**config.mk**
```make
export PLATFORM = sky130hd
export DESIGN_NAME = irq_status_unit
export DESIGN_NICKNAME = d
export VERILOG_FILES = /design/src/rtl/irq_pkg.sv /design/src/rtl/irq_rst_sync.sv /design/src/rtl/irq_evt_route.sv /design/src/rtl/irq_rd_seq.sv /design/src/rtl/irq_stat_bank.sv /design/src/rtl/irq_status_unit.sv
export SDC_FILE = /design/constraint.sdc
export NUM_CORES = 1
export LEC_CHECK = 0
export ABC_AREA = 1
export BUFFER_PORTS_ARGS = -buffer_cell sky130_fd_sc_hd__buf_2
export CAP_MARGIN = 20
export CORE_MARGIN = 8
export CORE_UTILIZATION = 38
export CTS_BUF_LIST = sky130_fd_sc_hd__clkbuf_16
export DETAILED_ROUTE_END_ITERATION = 6
export PLACE_DENSITY_LB_ADDON = 0.08
export SYNTH_ARGS = -nofsm -noshare
export SYNTH_HDL_FRONTEND = slang
export SYNTH_SLANG_ARGS = --single-unit
export TNS_END_PERCENT = 30
```
**constraint.sdc**
```tcl
create_clock -name clk -period 1.44 [get_ports clk]
set_clock_uncertainty 0.2 [all_clocks]
set_input_delay 0.072 -clock clk [delete_from_list [all_inputs] [get_ports clk]]
set_output_delay 0.072 -clock clk [all_outputs]
set_load 0.01 [all_outputs]
```
**src/rtl/irq_pkg.sv**
```systemverilog
package irq_pkg;
  parameter int unsigned IRQ_EVT_W      = 8;
  parameter int unsigned IRQ_SHARED_POS = 3;
  parameter int unsigned IRQ_SYNC_STAGES = 2;
endpackage

```
**src/rtl/irq_rst_sync.sv**
```systemverilog
module irq_rst_sync #(
  parameter int unsigned STAGES = irq_pkg::IRQ_SYNC_STAGES
) (
  input  logic clk,
  input  logic rst_n,
  output logic rst_n_o
);
  logic [STAGES-1:0] sync_q;

  always_ff @(posedge clk or negedge rst_n) begin
    if (!rst_n) sync_q <= '0;
    else        sync_q <= {sync_q[STAGES-2:0], 1'b1};
  end

  assign rst_n_o = sync_q[STAGES-1];
endmodule

```
**src/rtl/irq_evt_route.sv**
```systemverilog
module irq_evt_route #(
  parameter int unsigned EVT_W      = irq_pkg::IRQ_EVT_W,
  parameter int unsigned SHARED_POS = irq_pkg::IRQ_SHARED_POS
) (
  input  logic [EVT_W-1:0] evt_i,
  input  logic             alt_evt_i,
  input  logic             alt_sel_i,
  output logic [EVT_W-1:0] evt_o
);
  for (genvar i = 0; i < EVT_W; i++) begin : g_bit
    if (i == SHARED_POS) begin : g_shared
      assign evt_o[i] = alt_sel_i ? alt_evt_i : evt_i[i];
    end else begin : g_plain
      assign evt_o[i] = evt_i[i];
    end
  end
endmodule

```
**src/rtl/irq_rd_seq.sv**
```systemverilog
module irq_rd_seq (
  input  logic clk,
  input  logic rst_n,
  input  logic rd_cmd_i,
  input  logic sclk_fall_i,
  input  logic rd_done_i,
  output logic in_read_o,
  output logic clr_o,
  output logic blk_o
);
  logic active_q, active_d;
  logic armed_q, armed_d;
  logic blk_q, blk_d;

  always_comb begin
    active_d = active_q;
    armed_d  = armed_q;
    blk_d    = blk_q;
    if (rd_cmd_i) begin
      active_d = 1'b1;
      armed_d  = 1'b1;
    end else if (active_q && rd_done_i) begin
      active_d = 1'b0;
      armed_d  = 1'b0;
      blk_d    = 1'b0;
    end else if (armed_q && sclk_fall_i) begin
      armed_d  = 1'b0;
      blk_d    = 1'b1;
    end
  end

  always_ff @(posedge clk or negedge rst_n) begin
    if (!rst_n) begin
      active_q <= 1'b0;
      armed_q  <= 1'b0;
      blk_q    <= 1'b0;
    end else begin
      active_q <= active_d;
      armed_q  <= armed_d;
      blk_q    <= blk_d;
    end
  end

  assign in_read_o = rd_cmd_i | active_q;
  assign clr_o     = active_q & rd_done_i & ~rd_cmd_i;
  assign blk_o     = blk_q;

  AST_BLK_IN_READ: assert property (@(posedge clk) disable iff (!rst_n)
    blk_q |-> active_q);
  AST_ARM_RELEASE: assert property (@(posedge clk) disable iff (!rst_n)
    (armed_q && sclk_fall_i && !rd_cmd_i && !rd_done_i) |=> blk_q);
endmodule

```
**src/rtl/irq_stat_bank.sv**
```systemverilog
module irq_stat_bank #(
  parameter int unsigned EVT_W = irq_pkg::IRQ_EVT_W
) (
  input  logic             clk,
  input  logic             rst_n,
  input  logic [EVT_W-1:0] evt_i,
  input  logic             in_read_i,
  input  logic             clr_i,
  input  logic             snap_i,
  output logic [EVT_W-1:0] stat_o,
  output logic [EVT_W-1:0] snap_o
);
  logic [EVT_W-1:0] stat_q, stat_d;
  logic [EVT_W-1:0] pend_q, pend_d;
  logic [EVT_W-1:0] snap_q;

  for (genvar i = 0; i < EVT_W; i++) begin : g_bit
    always_comb begin
      stat_d[i] = stat_q[i];
      pend_d[i] = pend_q[i];
      if (in_read_i) begin
        if (evt_i[i] && !stat_q[i]) pend_d[i] = 1'b1;
        if (clr_i) stat_d[i] = 1'b0;
      end else begin
        stat_d[i] = stat_q[i] | pend_q[i] | evt_i[i];
        pend_d[i] = 1'b0;
      end
    end

    always_ff @(posedge clk or negedge rst_n) begin
      if (!rst_n) begin
        stat_q[i] <= 1'b0;
        pend_q[i] <= 1'b0;
      end else begin
        stat_q[i] <= stat_d[i];
        pend_q[i] <= pend_d[i];
      end
    end

    AST_POST_PENDING: assert property (@(posedge clk) disable iff (!rst_n)
      (!in_read_i && pend_q[i]) |=> stat_q[i]);
  end

  always_ff @(posedge clk or negedge rst_n) begin
    if (!rst_n)      snap_q <= '0;
    else if (snap_i) snap_q <= stat_q;
  end

  assign stat_o = stat_q;
  assign snap_o = snap_q;

  AST_CLEAR_ON_DONE: assert property (@(posedge clk) disable iff (!rst_n)
    clr_i |=> (stat_q == '0));
  AST_HOLD_IN_READ: assert property (@(posedge clk) disable iff (!rst_n)
    (in_read_i && !clr_i) |=> (stat_q == $past(stat_q)));
  AST_NO_DOUBLE: assert property (@(posedge clk) disable iff (!rst_n)
    ((pend_q & stat_q) == '0));
endmodule

```
**src/rtl/irq_status_unit.sv**
```systemverilog
module irq_status_unit #(
  parameter int unsigned EVT_W      = irq_pkg::IRQ_EVT_W,
  parameter int unsigned SHARED_POS = irq_pkg::IRQ_SHARED_POS
) (
  input  logic             clk,
  input  logic             rst_n,
  input  logic [EVT_W-1:0] evt_i,
  input  logic             alt_evt_i,
  input  logic             alt_sel_i,
  input  logic [EVT_W-1:0] mask_i,
  input  logic             rd_cmd_i,
  input  logic             sclk_fall_i,
  input  logic             rd_done_i,
  output logic [EVT_W-1:0] rd_data_o,
  output logic             irq_n_o
);
  logic             rst_sync_n;
  logic [EVT_W-1:0] evt_routed;
  logic [EVT_W-1:0] stat;
  logic             in_read, clr, blk;

  irq_rst_sync u_rst (
    .clk     (clk),
    .rst_n   (rst_n),
    .rst_n_o (rst_sync_n)
  );

  irq_evt_route #(.EVT_W(EVT_W), .SHARED_POS(SHARED_POS)) u_route (
    .evt_i     (evt_i),
    .alt_evt_i (alt_evt_i),
    .alt_sel_i (alt_sel_i),
    .evt_o     (evt_routed)
  );

  irq_rd_seq u_seq (
    .clk         (clk),
    .rst_n       (rst_sync_n),
    .rd_cmd_i    (rd_cmd_i),
    .sclk_fall_i (sclk_fall_i),
    .rd_done_i   (rd_done_i),
    .in_read_o   (in_read),
    .clr_o       (clr),
    .blk_o       (blk)
  );

  irq_stat_bank #(.EVT_W(EVT_W)) u_bank (
    .clk       (clk),
    .rst_n     (rst_sync_n),
    .evt_i     (evt_routed),
    .in_read_i (in_read),
    .clr_i     (clr),
    .snap_i    (rd_cmd_i),
    .stat_o    (stat),
    .snap_o    (rd_data_o)
  );

  assign irq_n_o = ~((|(stat & mask_i)) & ~blk);

  AST_MASKED_QUIET: assert property (@(posedge clk) disable iff (!rst_sync_n)
    ((stat & mask_i) == '0) |-> irq_n_o);
  AST_RELEASED: assert property (@(posedge clk) disable iff (!rst_sync_n)
    blk |-> irq_n_o);
  AST_ENABLED_FIRES: assert property (@(posedge clk) disable iff (!rst_sync_n)
    ((|(stat & mask_i)) && !in_read) |-> !irq_n_o);
endmodule

```
==> results of run 1 <==
## power breakdown
part	internal, mW	total (mW)	switching (mW)
logic	0.221	0.489	0.268
clock network	0.621	0.949	0.328
registers	0.995	1.09	0.0903
## logic make-up (layout without fill, tap and decap cells)
logic type      Yosys count  after routing  synth area share, %
simple gates             44             44                15.57
compound gates           32             32                15.24
flops                    29             29                62.70
buf+inv                  15             73                6.161
other cells               1              1               0.3240
## flip-flops by register name, indices dropped and copies added (netlist names)
register        cells
u_bank.pend_q       8
u_bank.snap_o       8
u_bank.stat_o       8
u_rst.sync_q        2
u_seq.active_q      1
u_seq.armed_q       1
u_seq.blk_o         1
## worst max path at each step
| stage | endpoint | slack, ns | cells after the start |
|---|---|---|---|
| 3_5_place_dp | u_bank.stat_o[6] | 0.12 | 3 |
| 3_3_place_gp | u_bank.stat_o[6] | 0.16 | 3 |
| 6_report | irq_n_o | 0.06 | 6 |
| 4_1_cts | irq_n_o | 0.01 | 6 |
| 5_1_grt | irq_n_o | -0.08 | 6 |
| 2_1_floorplan | u_bank.stat_o[2] | 0.34 | 4 |
## stage by stage
step | power [mW] | setup TNS [ns] | hold slack (ns) | instances
floorplan | 1.363 | 0 | -0.4236 | 121
global placement | 1.519 | 0 | -0.3424 | 186
detailed placement | 1.536 | 0 | -0.3407 | 186
CTS | 2.533 | 0 | 0.05592 | 209
global route | 2.684 | -0.08160 | 0.09693 | 212
finish | 2.523 | 0 | 0.03355 | 212
## critical path: stages, from the launching register on
cell	delay (ns)
dfrtp_1	0.40
nand2_1	0.08
nand2_2	0.06
nor2_2	0.07
nand2_1	0.06
nand2_1	0.05
buf_2	0.12
## routing by layer
layer	global-route usage [%]	vias to the layer above
met5	0	-
li1	-	501
met3	5.226	5
met4	6.928	0
met2	18.47	24
met1	12.48	440
## cell type report
| type | count | area share (%) |
|---|---|---|
| Sequential cell | 29 | 43.09 |
| Multi-Input combinational cell | 77 | 21.84 |
| Timing Repair Buffer | 52 | 21.55 |
| Clock buffer | 5 | 7.429 |
| Inverter | 13 | 2.897 |
| Tap cell | 33 | 2.452 |
| Clock inverter | 3 | 0.7429 |
## cell usage after synthesis
library cell	number	area (sq um)
inv_1	12	45.04
and2_1	1	6.260
dfrtp_1	29	725.7
nor2_1	10	37.54
nand2_1	29	108.9
nor2_4	1	11.26
a31oi_1	1	6.260
nand3_1	2	10.01
buf_6	2	22.52
conb_1	1	3.750
o21ai_0	12	60.06
a21oi_1	15	75.07
inv_2	1	3.750
a21oi_2	1	8.760
nor2_2	1	6.260
o21ai_2	3	26.28
## what timing repair did
action / 4_1_cts / 5_1_grt
hold endpoints to repair: 21 / 0
setup buffers: 0 / 3
hold buffers: 15 / 0
resized for setup: 0 / 3
setup endpoints to repair: 0 / 8
==> results.md, run 1 <==
- Iteration-0 DRC Markers: 43
- Achievable frequency: between 0.7 and 0.8 GHz
- Crit path launch: u_bank.stat_o[3]
- IO Port Bufs: 31
- Worst IR Drop VDD: 0.0006899 V
- Diode count: 0
- Final instance area: 1684 sq um
- Die area: 5067 sq um
- Wl on met1: ~1200 microns
- # Max-Cap Violations: 0
- Initial core utilization: 38.87%
- CTS tree: yes
- Post-DP HPWL: 1777 microns
- Post-DRT Antenna Nets: 0
- Share of cells above drive strength 1: between 20% and 30%
- Lkg Pwr: 0.8427 nW
- Pre-CTS setup slack: 0.1165 ns
- Clk_lat worst skew: between 0.2 and 0.3 ns
- Synth Register Bits: 29
- Unrepaired setup endpoints after global routing: yes
- Final period utilization: 96.06%
- Syn_nets: roughly 140
- First-pass GRT wire length: around 4600 microns
- Htree depth: 2
- Top sig layer: met4
- Largest net degree at the start of global routing: 28
- Routed via count: slightly below 1000
- Outcome: completed
- Initial antenna violation count: 0
- Via density: 4.575
- CTS Buffer Depth: 2
- Worst hold path type: reg2async
- Multi-input gate area: 367.9 sq um
- Die height: 71.19 microns
- Fin crit period: 1.383 ns
- R2r worst-path depth: 4
- Netlist cell types: 16
- Mapped Area: approximately 1200 sq um
- FF-to-FF End: u_bank.pend_q[3]
- Most common cell after layout, fill and taps aside: buf_2
- GPL Wtd Cong: 0.6787
- Worst path required time: 1.17 ns
- Vias in the first global route: around 1100
- Worst reg2reg setup slack: ~0.26 ns
- Met3 WL post-DR: 205 microns
- Clock Pin Slew Worst Setup and Hold Paths: 0.05 ns
- Hold Fails Final Rpt: 0
- Most frequent cells in the layout: buf_2, dfrtp_1, nand2_1
- Die X: 71.19 microns
- Root Driver: clkbuf_16
- Total GRT Usage: a little under an eighth
- Total gr overflow: 0
- Worst Path Arrival: 1.11 ns
- Synth-to-layout area growth: 45.51%
- Crit Path Max Fanout: 4
- Post-Syn Instances: 121
- I/O pins: 32
- Worst Setup End Kind: output pin
- Sequential area share after synthesis: 62.70%
- Final setup vio count: 0
- WL/cell: 12.49 microns
- Cell Rows: 20
- Setup crit start kind: flip-flop
- DRC Markers: 0
- Final setup margin: 0.05673 ns
- Nets@finish: 201
- Finished Core Util: 56.55%
- WS Path Type: reg2out
- Pwr Density: 1498 nW/um^2
- Routed wl met2: 1232 microns
- Mean Syn Cell Area: 9.565 sq um
- CTS Buf Count: 5
- Area after DPL: 1354 sq um
- Ys Warns: 0
- Pins Over Slew Limit: 0
- Register area: 725.7 sq um
- FF-to-FF Start: u_seq.active_q
- Fill count: 274
- Wirelength, routed: 2647 microns
- CORE AREA: just under 3000 sq um
- Clk sinks: 29
- First drt pass iteration count: 2
(Power assumes the default switching activity.)
==> run 2: changes to the inputs <==
- CTS_BUF_LIST: sky130_fd_sc_hd__clkbuf_16 -> not set
- PLACE_DENSITY: not set -> 0.69
- PLACE_DENSITY_LB_ADDON: 0.08 -> not set
==> run 2 against run 1 <==
The flow now finishes with violations (setup timing); utilization shrank 3.9 points; register-to-register slack lost 0.15 ns; power shrank 16%; highest routed layer unchanged; sequential power is essentially flat; setup slack lost 0.076 ns; critical path depth is the same; first-iteration DRC count shrank 44%; die area is the same.
==> results.md, run 2 (synthesis gave the netlist of run 1 again) <==
- Wirelength, routed: 2585 microns (-2.3%)
- Share of cells above drive strength 1: 27.43% (-2.2 points)
- Clock Pin Slew Worst Setup and Hold Paths: 0.10 ns (+0.05 ns)
- Met2 Usage GRT: 17.86% (-0.61 points)
- Most common cell after layout, fill and taps aside: buf_2
- # Max-Cap Violations: 0 (unchanged)
- Met3 Usage GRT: 5.508% (+0.28 points)
- FF-to-FF Start: u_seq.active_q
- Lkg Pwr: 0.7902 nW (-6.2%)
- Unrepaired setup endpoints after global routing: yes
- WS Path Type: reg2out
- Nets@finish: 197 (-2.0%)
- Crit Path Max Fanout: 2 (-2)
- CTS Buffer Depth: 2 (unchanged)
- Setup crit start kind: flip-flop
- Fill count: 281 (+2.6%)
- Via density: 4.611 (+0.77%)
- Clk_lat worst skew: 0.33 ns (+0.06 ns)
- Initial antenna violation count: 0 (unchanged)
- Post-DRT Antenna Nets: 0 (unchanged)
- Total GRT Usage: 11.26% (-0.39 points)
- R2r worst-path depth: 3 (-1)
- First-pass GRT wire length: 4381 microns (-4.4%)
- Final period utilization: 101.3% (+5.3 points)
- GPL Wtd Cong: 0.7596 (+12%)
- First drt pass iteration count: 4 (+2)
- Worst path required time: 1.17 ns (about the same)
- Initial core utilization: 38.87% (unchanged)
- Switch Pwr: 0.6354 mW (-7.4%)
- Vias in the first global route: 981 (-8.6%)
- Failing checks: setup timing
- Achievable frequency: 0.6852 GHz (-5.2%)
- Pwr Density: 1353 nW/um^2 (-9.7%)
- Worst Setup End Kind: output pin
- Hold Fails Final Rpt: 0 (unchanged)
- Diode count: 0 (unchanged)
- Post-DP HPWL: 1785 microns (+0.45%)
- Synth-to-layout area growth: 35.35%
- Clk pwr share: 26.8% (-11 points)
- I/O pins: 32 (unchanged)
- Worst Path Arrival: 1.19 ns (+0.08 ns)
- Total gr overflow: 0 (unchanged)
- Crit path launch: u_bank.stat_o[4]
- Comb pwr share: 22.5% (+3.1 points)
- Die height: 71.19 microns (unchanged)
- Routed via count: 959 (-1.1%)
- Worst IR Drop VDD: 0.0008731 V (+27%)
- Die area: 5067 sq um (unchanged)
- Htree depth: 2 (unchanged)
- Iteration-0 DRC Markers: 24 (-44%)
- Multi-input gate area: 360.3 sq um (-2.0%)
- DRC Markers: 0 (unchanged)
- GR Util met1: 12.37% (-0.11 points)
- CORE AREA: 2978 sq um (unchanged)
- Worst hold path type: reg2async
- Largest net degree at the start of global routing: 28 (unchanged)
- Worst reg2reg setup slack: 0.11 ns (-0.15 ns)
- Root Driver: clkbuf_4
- Outcome: finished, violations left
- Power Total: 2.119 mW (-16%)
- Clk sinks: 29 (unchanged)
- Cell Rows: 20 (unchanged)
- CTS Buf Count: 5 (unchanged)
- FF-to-FF End: u_bank.stat_o[0]
- Register area: 725.7 sq um (unchanged)
- P_int: 1.484 mW (-19%)
- Pins Over Slew Limit: 0 (unchanged)
- Switching part of the total: 29.98% (+2.8 points)
- Finished Core Util: 52.61% (-3.9 points)
- Sequential power share: 50.7% (+7.7 points)
- WL/cell: 12.43 microns (-0.46%)
- Fin crit period: 1.459 ns (+0.07612 ns)
- IO Port Bufs: 31 (unchanged)
- Most frequent cells in the layout: buf_2, nand2_1, dfrtp_1
- Final setup margin: -0.01939 ns (-0.07612 ns)
- WHS: 0.02460 ns (-0.008953 ns)
- Final setup vio count: 1 (+1)
- Most Crowded Layer GR: met2
- CTS tree: yes
- Die X: 71.19 microns (unchanged)
-- run 2: repair_timing --
item / in CTS / in global routing
hold buffers: 15 / 0
resized for setup: 0 / 2
buffers inserted: 1 / 0
endpoints found under the hold margin: 22 / 0
pin swaps: 0 / 1
setup endpoints to repair: 1 / 4
-- run 2: per-layer routing --
| layer | up-vias | share of wire, % |
|---|---|---|
| li1 | 491 | - |
| met4 | 0 | 2.4 |
| met1 | 442 | 45 |
| met3 | 6 | 4.0 |
| met2 | 20 | 49 |
| met5 | - | 0 |
-- run 2: final cells by class --
cell class,count,share of cell area [%]
Inverter,13,3.115
Clock buffer,7,4.153
Timing Repair Buffer,48,20.45
Clock inverter,1,0.3195
Multi-Input combinational cell,77,23.00
Sequential cell,29,46.33
Tap cell,33,2.636
-- run 2: metrics by stage --
step / area (sq um) / TNS [ns] / instances / setup WS [ns]
2_1_floorplan: 1157 / 0 / 121 / 0.3356
3_3_place_gp: 1339 / 0 / 184 / 0.2003
3_5_place_dp: 1339 / 0 / 184 / 0.09553
4_1_cts: 1567 / -0.03692 / 208 / -0.03692
5_1_grt: 1567 / -0.1605 / 208 / -0.1172
6_report: 1567 / -0.01939 / 208 / -0.01939
-- run 2: worst max path at each step --
stage / end / slack, ns / depth (start not counted)
floorplan: u_bank.stat_o[2] / 0.34 / 4
global placement: u_bank.stat_o[0] / 0.20 / 3
detailed placement: u_bank.stat_o[1] / 0.1 / 3
CTS: irq_n_o / -0.04 / 6
global route: irq_n_o / -0.12 / 6
finish: irq_n_o / -0.02 / 6
-- run 2: worst max-delay path, stage by stage, from the launching register on --
cell	delay, ns
dfrtp_1	0.39
nand2_1	0.06
nand2_1	0.06
nor2_1	0.11
nand2_1	0.07
nand2_1	0.05
buf_2	0.12
-- run 2: power by group through the flow --
| stage | logic (mW) | clock network [mW] | registers (mW) |
|---|---|---|---|
| finish | 0.476 | 0.568 | 1.07 |
| global route | 0.545 | 0.614 | 1.09 |
| CTS | 0.485 | 0.576 | 1.08 |
| detailed placement | 0.435 | 0 | 1.10 |
| global placement | 0.421 | 0 | 1.09 |
| floorplan | 0.248 | 0 | 1.12 |
